### src/rtl/tsc_pkg.sv
package tsc_pkg;
    localparam int MODE_W = 3;
    localparam logic [MODE_W-1:0] MODE_FREE     = 3'b000;
    localparam logic [MODE_W-1:0] MODE_GATE_RST = 3'b001;
    localparam logic [MODE_W-1:0] MODE_RST      = 3'b100;
    localparam logic [MODE_W-1:0] MODE_GATE     = 3'b101;
    localparam logic [MODE_W-1:0] MODE_TRIG     = 3'b110;
    localparam logic [MODE_W-1:0] MODE_RST_TRIG = 3'b111;
endpackage

### src/rtl/tsc_edge_sync.sv
module tsc_edge_sync #(
    parameter int STAGES = 2
) (
    input  logic clk,
    input  logic rst_n,
    input  logic din,
    input  logic pol,
    output logic lvl,
    output logic act,
    output logic inact
);
    typedef struct packed {
        logic [STAGES-1:0] sync;
        logic              prev;
    } state_t;

    state_t st_d, st_q;
    logic   rise, fall;

    always_comb begin
        st_d      = st_q;
        st_d.sync = {st_q.sync[STAGES-2:0], din};
        st_d.prev = st_q.sync[STAGES-1];
    end

    always_ff @(posedge clk or negedge rst_n) begin
        if (!rst_n) st_q <= '0;
        else        st_q <= st_d;
    end

    assign lvl   = st_q.sync[STAGES-1];
    assign rise  = lvl & ~st_q.prev;
    assign fall  = ~lvl & st_q.prev;
    assign act   = pol ? fall : rise;
    assign inact = pol ? rise : fall;
endmodule

### src/rtl/tsc_mode_reg.sv
module tsc_mode_reg
    import tsc_pkg::*;
(
    input  logic              clk,
    input  logic              rst_n,
    input  logic              wr,
    input  logic [MODE_W-1:0] wdata,
    input  logic              pre_en,
    input  logic              ovf,
    output logic [MODE_W-1:0] mode_o
);
    typedef struct packed {
        logic [MODE_W-1:0] shadow;
        logic [MODE_W-1:0] active;
    } state_t;

    state_t st_d, st_q;

    always_comb begin
        st_d = st_q;
        if (ovf && pre_en) st_d.active = st_q.shadow;
        if (wr) begin
            st_d.shadow = wdata;
            if (!pre_en) st_d.active = wdata;
        end
    end

    always_ff @(posedge clk or negedge rst_n) begin
        if (!rst_n) st_q <= '{shadow: MODE_FREE, active: MODE_FREE};
        else        st_q <= st_d;
    end

    assign mode_o = st_q.active;
endmodule

### src/rtl/tsc_count_core.sv
module tsc_count_core
    import tsc_pkg::*;
#(
    parameter int W = 8
) (
    input  logic              clk,
    input  logic              rst_n,
    input  logic [MODE_W-1:0] mode,
    input  logic              tick_src,
    input  logic              trg_lvl,
    input  logic              trg_rise,
    input  logic              trg_fall,
    input  logic [W-1:0]      reload,
    input  logic              flag_clr,
    output logic [W-1:0]      count_o,
    output logic              update_o,
    output logic              flag_o,
    output logic              ovf_o
);
    typedef struct packed {
        logic [W-1:0] cnt;
        logic         upd;
        logic         run;
        logic         flag;
    } state_t;

    state_t st_d, st_q;
    logic   en, clr, trg_upd, flag_set, starts, gates;

    always_comb begin
        starts   = (mode == MODE_TRIG) || (mode == MODE_RST_TRIG);
        gates    = (mode == MODE_GATE) || (mode == MODE_GATE_RST);
        en       = starts ? st_q.run : (gates ? trg_lvl : 1'b1);
        trg_upd  = ((mode == MODE_RST) || (mode == MODE_RST_TRIG)) && trg_rise;
        clr      = trg_upd || ((mode == MODE_GATE_RST) && trg_fall);
        flag_set = (starts || gates) && trg_rise;
        ovf_o    = 1'b0;

        st_d      = st_q;
        st_d.upd  = trg_upd;
        st_d.run  = starts && (st_q.run || trg_rise);
        st_d.flag = flag_set || (st_q.flag && !flag_clr);
        if (clr) begin
            st_d.cnt = '0;
        end else if (en && tick_src) begin
            if (st_q.cnt == reload) begin
                st_d.cnt = '0;
                st_d.upd = 1'b1;
                ovf_o    = 1'b1;
            end else begin
                st_d.cnt = st_q.cnt + 1'b1;
            end
        end
    end

    always_ff @(posedge clk or negedge rst_n) begin
        if (!rst_n) st_q <= '0;
        else        st_q <= st_d;
    end

    assign count_o  = st_q.cnt;
    assign update_o = st_q.upd;
    assign flag_o   = st_q.flag;
endmodule

### src/rtl/tmr_slave_ctrl.sv
module tmr_slave_ctrl
    import tsc_pkg::*;
#(
    parameter int W           = 8,
    parameter int SYNC_STAGES = 2
) (
    input  logic         clk,
    input  logic         rst_n,
    input  logic         mode_wr,
    input  logic [2:0]   mode_wdata,
    input  logic         mode_pre_en,
    input  logic         ext_clk_en,
    input  logic         ext_pol,
    input  logic [W-1:0] reload,
    input  logic         flag_wr,
    input  logic         flag_wdata,
    input  logic         trig_in,
    input  logic         ext_clk_in,
    output logic [W-1:0] count_o,
    output logic         update_o,
    output logic         trig_flag_o
);
    logic              trg_lvl, trg_rise, trg_fall;
    logic              ext_lvl, ext_act, ext_inact;
    logic              ext_unused;
    logic              ovf, tick_src, flag_clr;
    logic [MODE_W-1:0] act_mode;

    tsc_edge_sync #(.STAGES(SYNC_STAGES)) u_trg_sync (
        .clk(clk), .rst_n(rst_n), .din(trig_in), .pol(1'b0),
        .lvl(trg_lvl), .act(trg_rise), .inact(trg_fall)
    );

    tsc_edge_sync #(.STAGES(SYNC_STAGES)) u_ext_sync (
        .clk(clk), .rst_n(rst_n), .din(ext_clk_in), .pol(ext_pol),
        .lvl(ext_lvl), .act(ext_act), .inact(ext_inact)
    );

    assign ext_unused = ext_lvl ^ ext_inact;
    assign tick_src   = ext_clk_en ? ext_act : 1'b1;
    assign flag_clr   = flag_wr && !flag_wdata;

    tsc_mode_reg u_mode (
        .clk(clk), .rst_n(rst_n), .wr(mode_wr), .wdata(mode_wdata),
        .pre_en(mode_pre_en), .ovf(ovf), .mode_o(act_mode)
    );

    tsc_count_core #(.W(W)) u_core (
        .clk(clk), .rst_n(rst_n), .mode(act_mode), .tick_src(tick_src),
        .trg_lvl(trg_lvl), .trg_rise(trg_rise), .trg_fall(trg_fall),
        .reload(reload), .flag_clr(flag_clr), .count_o(count_o),
        .update_o(update_o), .flag_o(trig_flag_o), .ovf_o(ovf)
    );
endmodule

### config.mk
export PLATFORM = sky130hd
export DESIGN_NAME = tmr_slave_ctrl
export DESIGN_NICKNAME = d
export VERILOG_FILES = /design/src/rtl/tsc_pkg.sv /design/src/rtl/tsc_edge_sync.sv /design/src/rtl/tsc_mode_reg.sv /design/src/rtl/tsc_count_core.sv /design/src/rtl/tmr_slave_ctrl.sv
export SDC_FILE = /design/constraint.sdc
export NUM_CORES = 1
export LEC_CHECK = 0
export BUFFER_PORTS_ARGS = -buffer_cell sky130_fd_sc_hd__buf_2
export CELL_PAD_IN_SITES_DETAIL_PLACEMENT = 2
export CELL_PAD_IN_SITES_GLOBAL_PLACEMENT = 2
export CORE_MARGIN = 10
export CORE_UTILIZATION = 33
export CTS_BUF_LIST = sky130_fd_sc_hd__clkbuf_2
export DETAILED_ROUTE_END_ITERATION = 10
export PLACE_DENSITY_LB_ADDON = 0.08
export SYNTH_ARGS = -nofsm -noshare
export SYNTH_HDL_FRONTEND = slang
export SYNTH_SLANG_ARGS = --single-unit
### constraint.sdc
create_clock -name clk -period 2.2 [get_ports clk]
set_input_delay 0.44 -clock clk [delete_from_list [all_inputs] [get_ports clk]]
set_output_delay 0.44 -clock clk [all_outputs]
set_load 0.03 [all_outputs]
* Word level (Yosys, flattened, before mapping)
Cells that the tools add are included.
** Operators by class
- Add/sub/neg operators :: 1
- Bitwise operators :: 8
- Reductions and logical operators :: 18
- Multiplexer cells :: 15
- Eq/ne operators :: 6
** Operators with widths (count)
- two-way mux 8 bit :: 2
- equality test 3 bit (second input constant) :: 4
- two-way mux 1 bit :: 9
- two-way mux 3 bit :: 3
- two-way mux 9 bit :: 1
- adder 8 x 1 -> 8 bit (second input constant) :: 1
- equality test 8 bit :: 1
- logical AND 1 bit :: 8
- logical OR 1 bit :: 7
- AND 1 bit :: 4
- inverter 1 bit :: 4
- equality test 3 x 1 -> 1 bit (second input constant) :: 1
- logical NOT 1 bit :: 2
- nonzero test 2 bit :: 1
** Storage, ports and cells
- Bits of input ports :: 21
- Logic and storage cells :: 58
- Register bits after elaboration :: 23

* Logic depth before layout (Yosys ltp)
- Depth in word-level cells :: 11
- Depth in mapped cells :: 6
- Mapped depth without buffers :: 5

* Modules after synthesis
From an unflattened synthesis, not the netlist that was laid out.
** Second synthesis, totals
- Cells, all modules :: 118
- Area, all modules :: 1378.8 sq um
** Modules (own cells, without submodules)
- tsc_count_core :: cells each 79, times used 1, sequential area each 275.3 sq um, area each 818.3 sq um
- tsc_mode_reg :: cells each 22, times used 1, sequential area each 150.1 sq um, area each 319.1 sq um
- tsc_edge_sync :: cells each 7, times used 2, sequential area each 75.1 sq um, area each 108.9 sq um
- tmr_slave_ctrl :: cells each 3, times used 1, sequential area each 0.0 sq um, area each 23.8 sq um

* Least setup slack after synthesis
Ideal clock, no wire load.
- Kind :: reg2reg
- Start point :: reg u_ext_sync.st_q[0] (netlist bit)
- End point :: reg u_mode.st_q, in the netlist u_mode.mode_o[1]
- Data required time :: 2.113 ns
- Period minus slack after synthesis :: 1.714 ns
- Path buffers :: 1
- Setup slack :: 0.486 ns
- Data arrival time :: 1.628 ns
- Cell stages (with the launch flop) :: 7
- Cells stage by stage :: dfrtp_1 > nand2b_1 > o221ai_1 > o211ai_1 > clkbuf_1 > or4_1 > o211ai_1
** RTL lines
- from (decl) :: line tsc_edge_sync.sv:17 : state_t st_d, st_q;
- from (signal assigned) :: line tsc_edge_sync.sv:28 : else st_q <= st_d;
- to (signal assigned) :: line tsc_mode_reg.sv:29 : if (!rst_n) st_q <= '{shadow: MODE_FREE, active: MODE_FREE};
- to (signal assigned) :: line tsc_mode_reg.sv:30 : else st_q <= st_d;
- to (decl) :: line tsc_mode_reg.sv:17 : state_t st_d, st_q;

==> impl_metrics.py <==
metrics = {
    "grt": {
        "antenna_found_initial": 0,
        "grt_pass1_vias": 1221,
        "track_usage_pct": 11.2,
        "overflow": 0,
        "grt_max_degree": 24,
        "grt_pass1_wl_um": 5910,
    },
    "worst_setup_path": {
        "cp-startpoint": "u_ext_sync.st_q[0]",
        "required_ps": 2450,
        "r2r_slack_ps": 200,
        "worstSetupPathType": "flop to flop",
        "critPathMaxFanout": 8,
        "cp.arrival_ps": 2260,
        "reg2reg_to": "u_mode.mode_o[1]",
        "crit_path_end": "u_mode.mode_o[1]",
        "r2r-start": "u_ext_sync.st_q[0]",
        "path_cells": "nand2b_1 > o221ai_1 > o211ai_1 > or4_1 > o211ai_1",
        "crit_top_cell": "o211ai_1",
        "critPathMaxStageDelay_ps": 610,
        "start_kind": "flop",
        "rr_worst_depth": 5,
        "endpoint_kind": "flop",
        "crit_path_top_delay_cell": "or4_1",
    },
    "final_layout": {
        "final_area_mm2": 0.00145,
        "area_growth_pct": 16.7,
        "insertedDiodeCount": 0,
        "drive_gt1_share_pct": 29.1,
        "nets": 181,
        "largest_reg_flops": 8,
    },
    "route": {
        "viasPerCell": 5.18,
        "drc": 0,
        "met2_length_um": 1600,
        "dr.pass1.iters": 4,
        "initialDrtViolationCount": 17,
        "ant_nets": 0,
        "top_layer": "met4",
        "wl_met1_um": 1490,
        "dr_wl_met3_um": 227,
        "wl_um": 3340,
        "routedWlPerCell_um": 16.2,
        "vias": 1068,
    },
    "synthesis": {
        "netlist_area_mm2": 0.00124,
        "ys_seq_area_share_pct": 46.5,
        "synth-edff-count": 0,
        "synth-xor-area-share_pct": 6.36,
        "avgSynthCellArea_um2": 9.46,
        "syn-num-nets": 153,
        "ys.flop_type": "dfrtp_1",
        "synth_top_family_by_area": "simple AND/OR/NAND/NOR gates",
        "async_reset_ff_share_pct": 100,
        "yosys.area_share.simple_pct": 25.9,
        "synth_cell_type_count": 35,
        "synth-compound-area-share_pct": 13.1,
        "ys_ff_latch": 23,
        "synthAdderAreaFrac_pct": 1.01,
        "synth_mux_area_share_pct": 0,
        "syn_inst": 131,
        "yosysWarningCount": 0,
    },
    "sta": {
        "fin_tns_setup_ps": 0,
        "whs_ps": 26.3,
        "relSlewSlack_pct": 49.6,
        "tightest_slew_ps": 753,
        "finalCritPeriodShare_pct": 91.0,
        "timing.fmax_ghz": 0.500,
        "hold_viol_final": 0,
        "finalMaxSlewViolations": 0,
        "setup_viol": 0,
        "period_needed_ps": 2000,
        "rsz0062_at_grt": "false",
        "skew_ps": 23.5,
    },
    "floorplanning": {
        "core_mm2": 0.00363,
        "die_w_um": 81.3,
        "ios": 31,
        "die_h_um": 81.3,
        "rows": 22,
        "die_area_mm2": 0.00660,
        "start_util_pct": 34.1,
    },
    "power_and_ir_drop": {
        "seqPwrFrac_pct": 44.7,
        "p_leak_nw": 0.650,
        "p_clk_share_pct": 12.2,
        "p_int_w": 0.000790,
        "switching_share_pct": 45.2,
        "power.density_mw_per_mm2": 997,
        "combinationalPowerShare_pct": 43.0,
        "vdd_drop_max_uv": 333,
        "switching_power_w": 0.000651,
    },
    "cts": {
        "clock_latency_ps": 340,
        "root_buffer": "clkbuf_2",
        "cts_tree": "yes",
        "cts_buffer_depth": 2,
        "ctsHoldBuffers": 0,
        "h-tree-depth": 1,
        "path_clk_slew_ps": 250,
        "post-cts-setup-buffers": 0,
        "cts_inserted_buffers": 3,
        "cts.sinks": 23,
    },
    "placement": {
        "port-buffer-count": 30,
        "hpwlAfterDp_um": 2700,
        "dpl-instance-area_mm2": 0.00141,
        "place_congestion": 0.765,
    },
    "min_path": {
        "min_path_type": "input port to asynchronous set/reset pin",
    },
    "run_status": {
        "status": "finished clean",
    },
    "flow_run": {
        "maxCapViolations": 0,
    },
}
==> worst max-delay path: cells and delay by family (launching register included) <==
kind	cells	cell delay [ps]
AO/OA/AOI/OAI	3	730
flip-flops	1	430
AND/OR/NAND/NOR	2	750
==> synth_stat cells, drive strengths merged (2+ instances only) <==
library cell	count	area (µm²)
a21oi	7	35.0
buf	11	73.8
dfrtp	23	576
inv	3	11.3
nand2	17	63.8
nand2b	3	18.8
nand3	9	45.0
nand3b	2	15.0
nand4	4	25.0
nor2	8	32.5
nor4	2	12.5
nor4b	2	17.5
o211ai	6	45.0
o21ai	4	20.0
o311ai	2	17.5
or2	4	25.0
or4	3	22.5
xor2	8	70.1
==> worst min-delay path by stage <==
stage | from | endpoint | cells after the start
floorplan | rst_n | u_core.count_o[0] | 0
global placement | u_ext_sync.st_d[2] | u_ext_sync.lvl | 0
detailed placement | u_trg_sync.st_d[2] | u_trg_sync.lvl | 0
CTS | rst_n | u_ext_sync.st_d[2] | 1
global route | rst_n | u_ext_sync.st_d[2] | 1
finish | rst_n | u_ext_sync.st_d[2] | 1
==> timing repair <==
| item | in CTS | in global routing |
|---|---|---|
| gates resized for setup | 0 | 3 |
| hold endpoints to repair | 0 | 0 |
| setup endpoints to repair | 0 | 4 |
==> cell type report <==
type                    instances  area (µm²)
fillers                       429        2190
multi-input cells              93         587
flip-flops and latches         23         577
repair buffers                 35         188
well taps                      48        60.1
clock buffers                   3        15.0
inverters                       3        11.3
clock inverters                 1        7.51
==> placed cells by master, fill, tap and decap left out, types with 3 or more instances in the layout <==
master    count
a21oi_1       7
buf_2        30
buf_4         5
clkbuf_2      3
dfrtp_1      22
inv_1         3
nand2_1      17
nand2b_1      3
nand3_1       9
nand4_1       4
nor2_1        7
o211ai_1      6
o21ai_0       4
or4_1         3
xor2_1        8
==> per-layer routing <==
layer,up-vias,global-route usage [%]
met5,-,0
li1,514,-
met3,2,3.42
met2,25,18.3
met4,0,3.11
met1,527,13.8
==> logic make-up (layout without fill, tap and decap cells) <==
family | count (synthesis) | count (layout)
xor+xnor | 9 | 9
flops | 23 | 23
buf+inv | 15 | 42
fa+ha+maj | 1 | 1
simple gates | 59 | 59
compound gates | 24 | 24
==> through the flow <==
step	instances	utilization [%]	power (W)	worst slack [ps]
2_1_floorplan	131	-	0.00114	486
3_3_place_gp	202	38.8	0.00125	158
3_5_place_dp	202	38.8	0.00128	29.5
4_1_cts	206	39.4	0.00147	44.3
5_1_grt	206	39.8	0.00158	9.89
6_report	206	39.8	0.00144	198
==> power groups by stage <==
stage | logic (W) | registers, W | clock network [W]
after detailed placement | 0.000624 | 0.000659 | 0
after CTS | 0.000627 | 0.000651 | 0.000189
after global placement | 0.000602 | 0.000646 | 0
after global routing | 0.000704 | 0.000671 | 0.000209
final | 0.000620 | 0.000645 | 0.000176
after floorplan | 0.000505 | 0.000634 | 0
No activity file was read; power rests on OpenSTA's default activity.
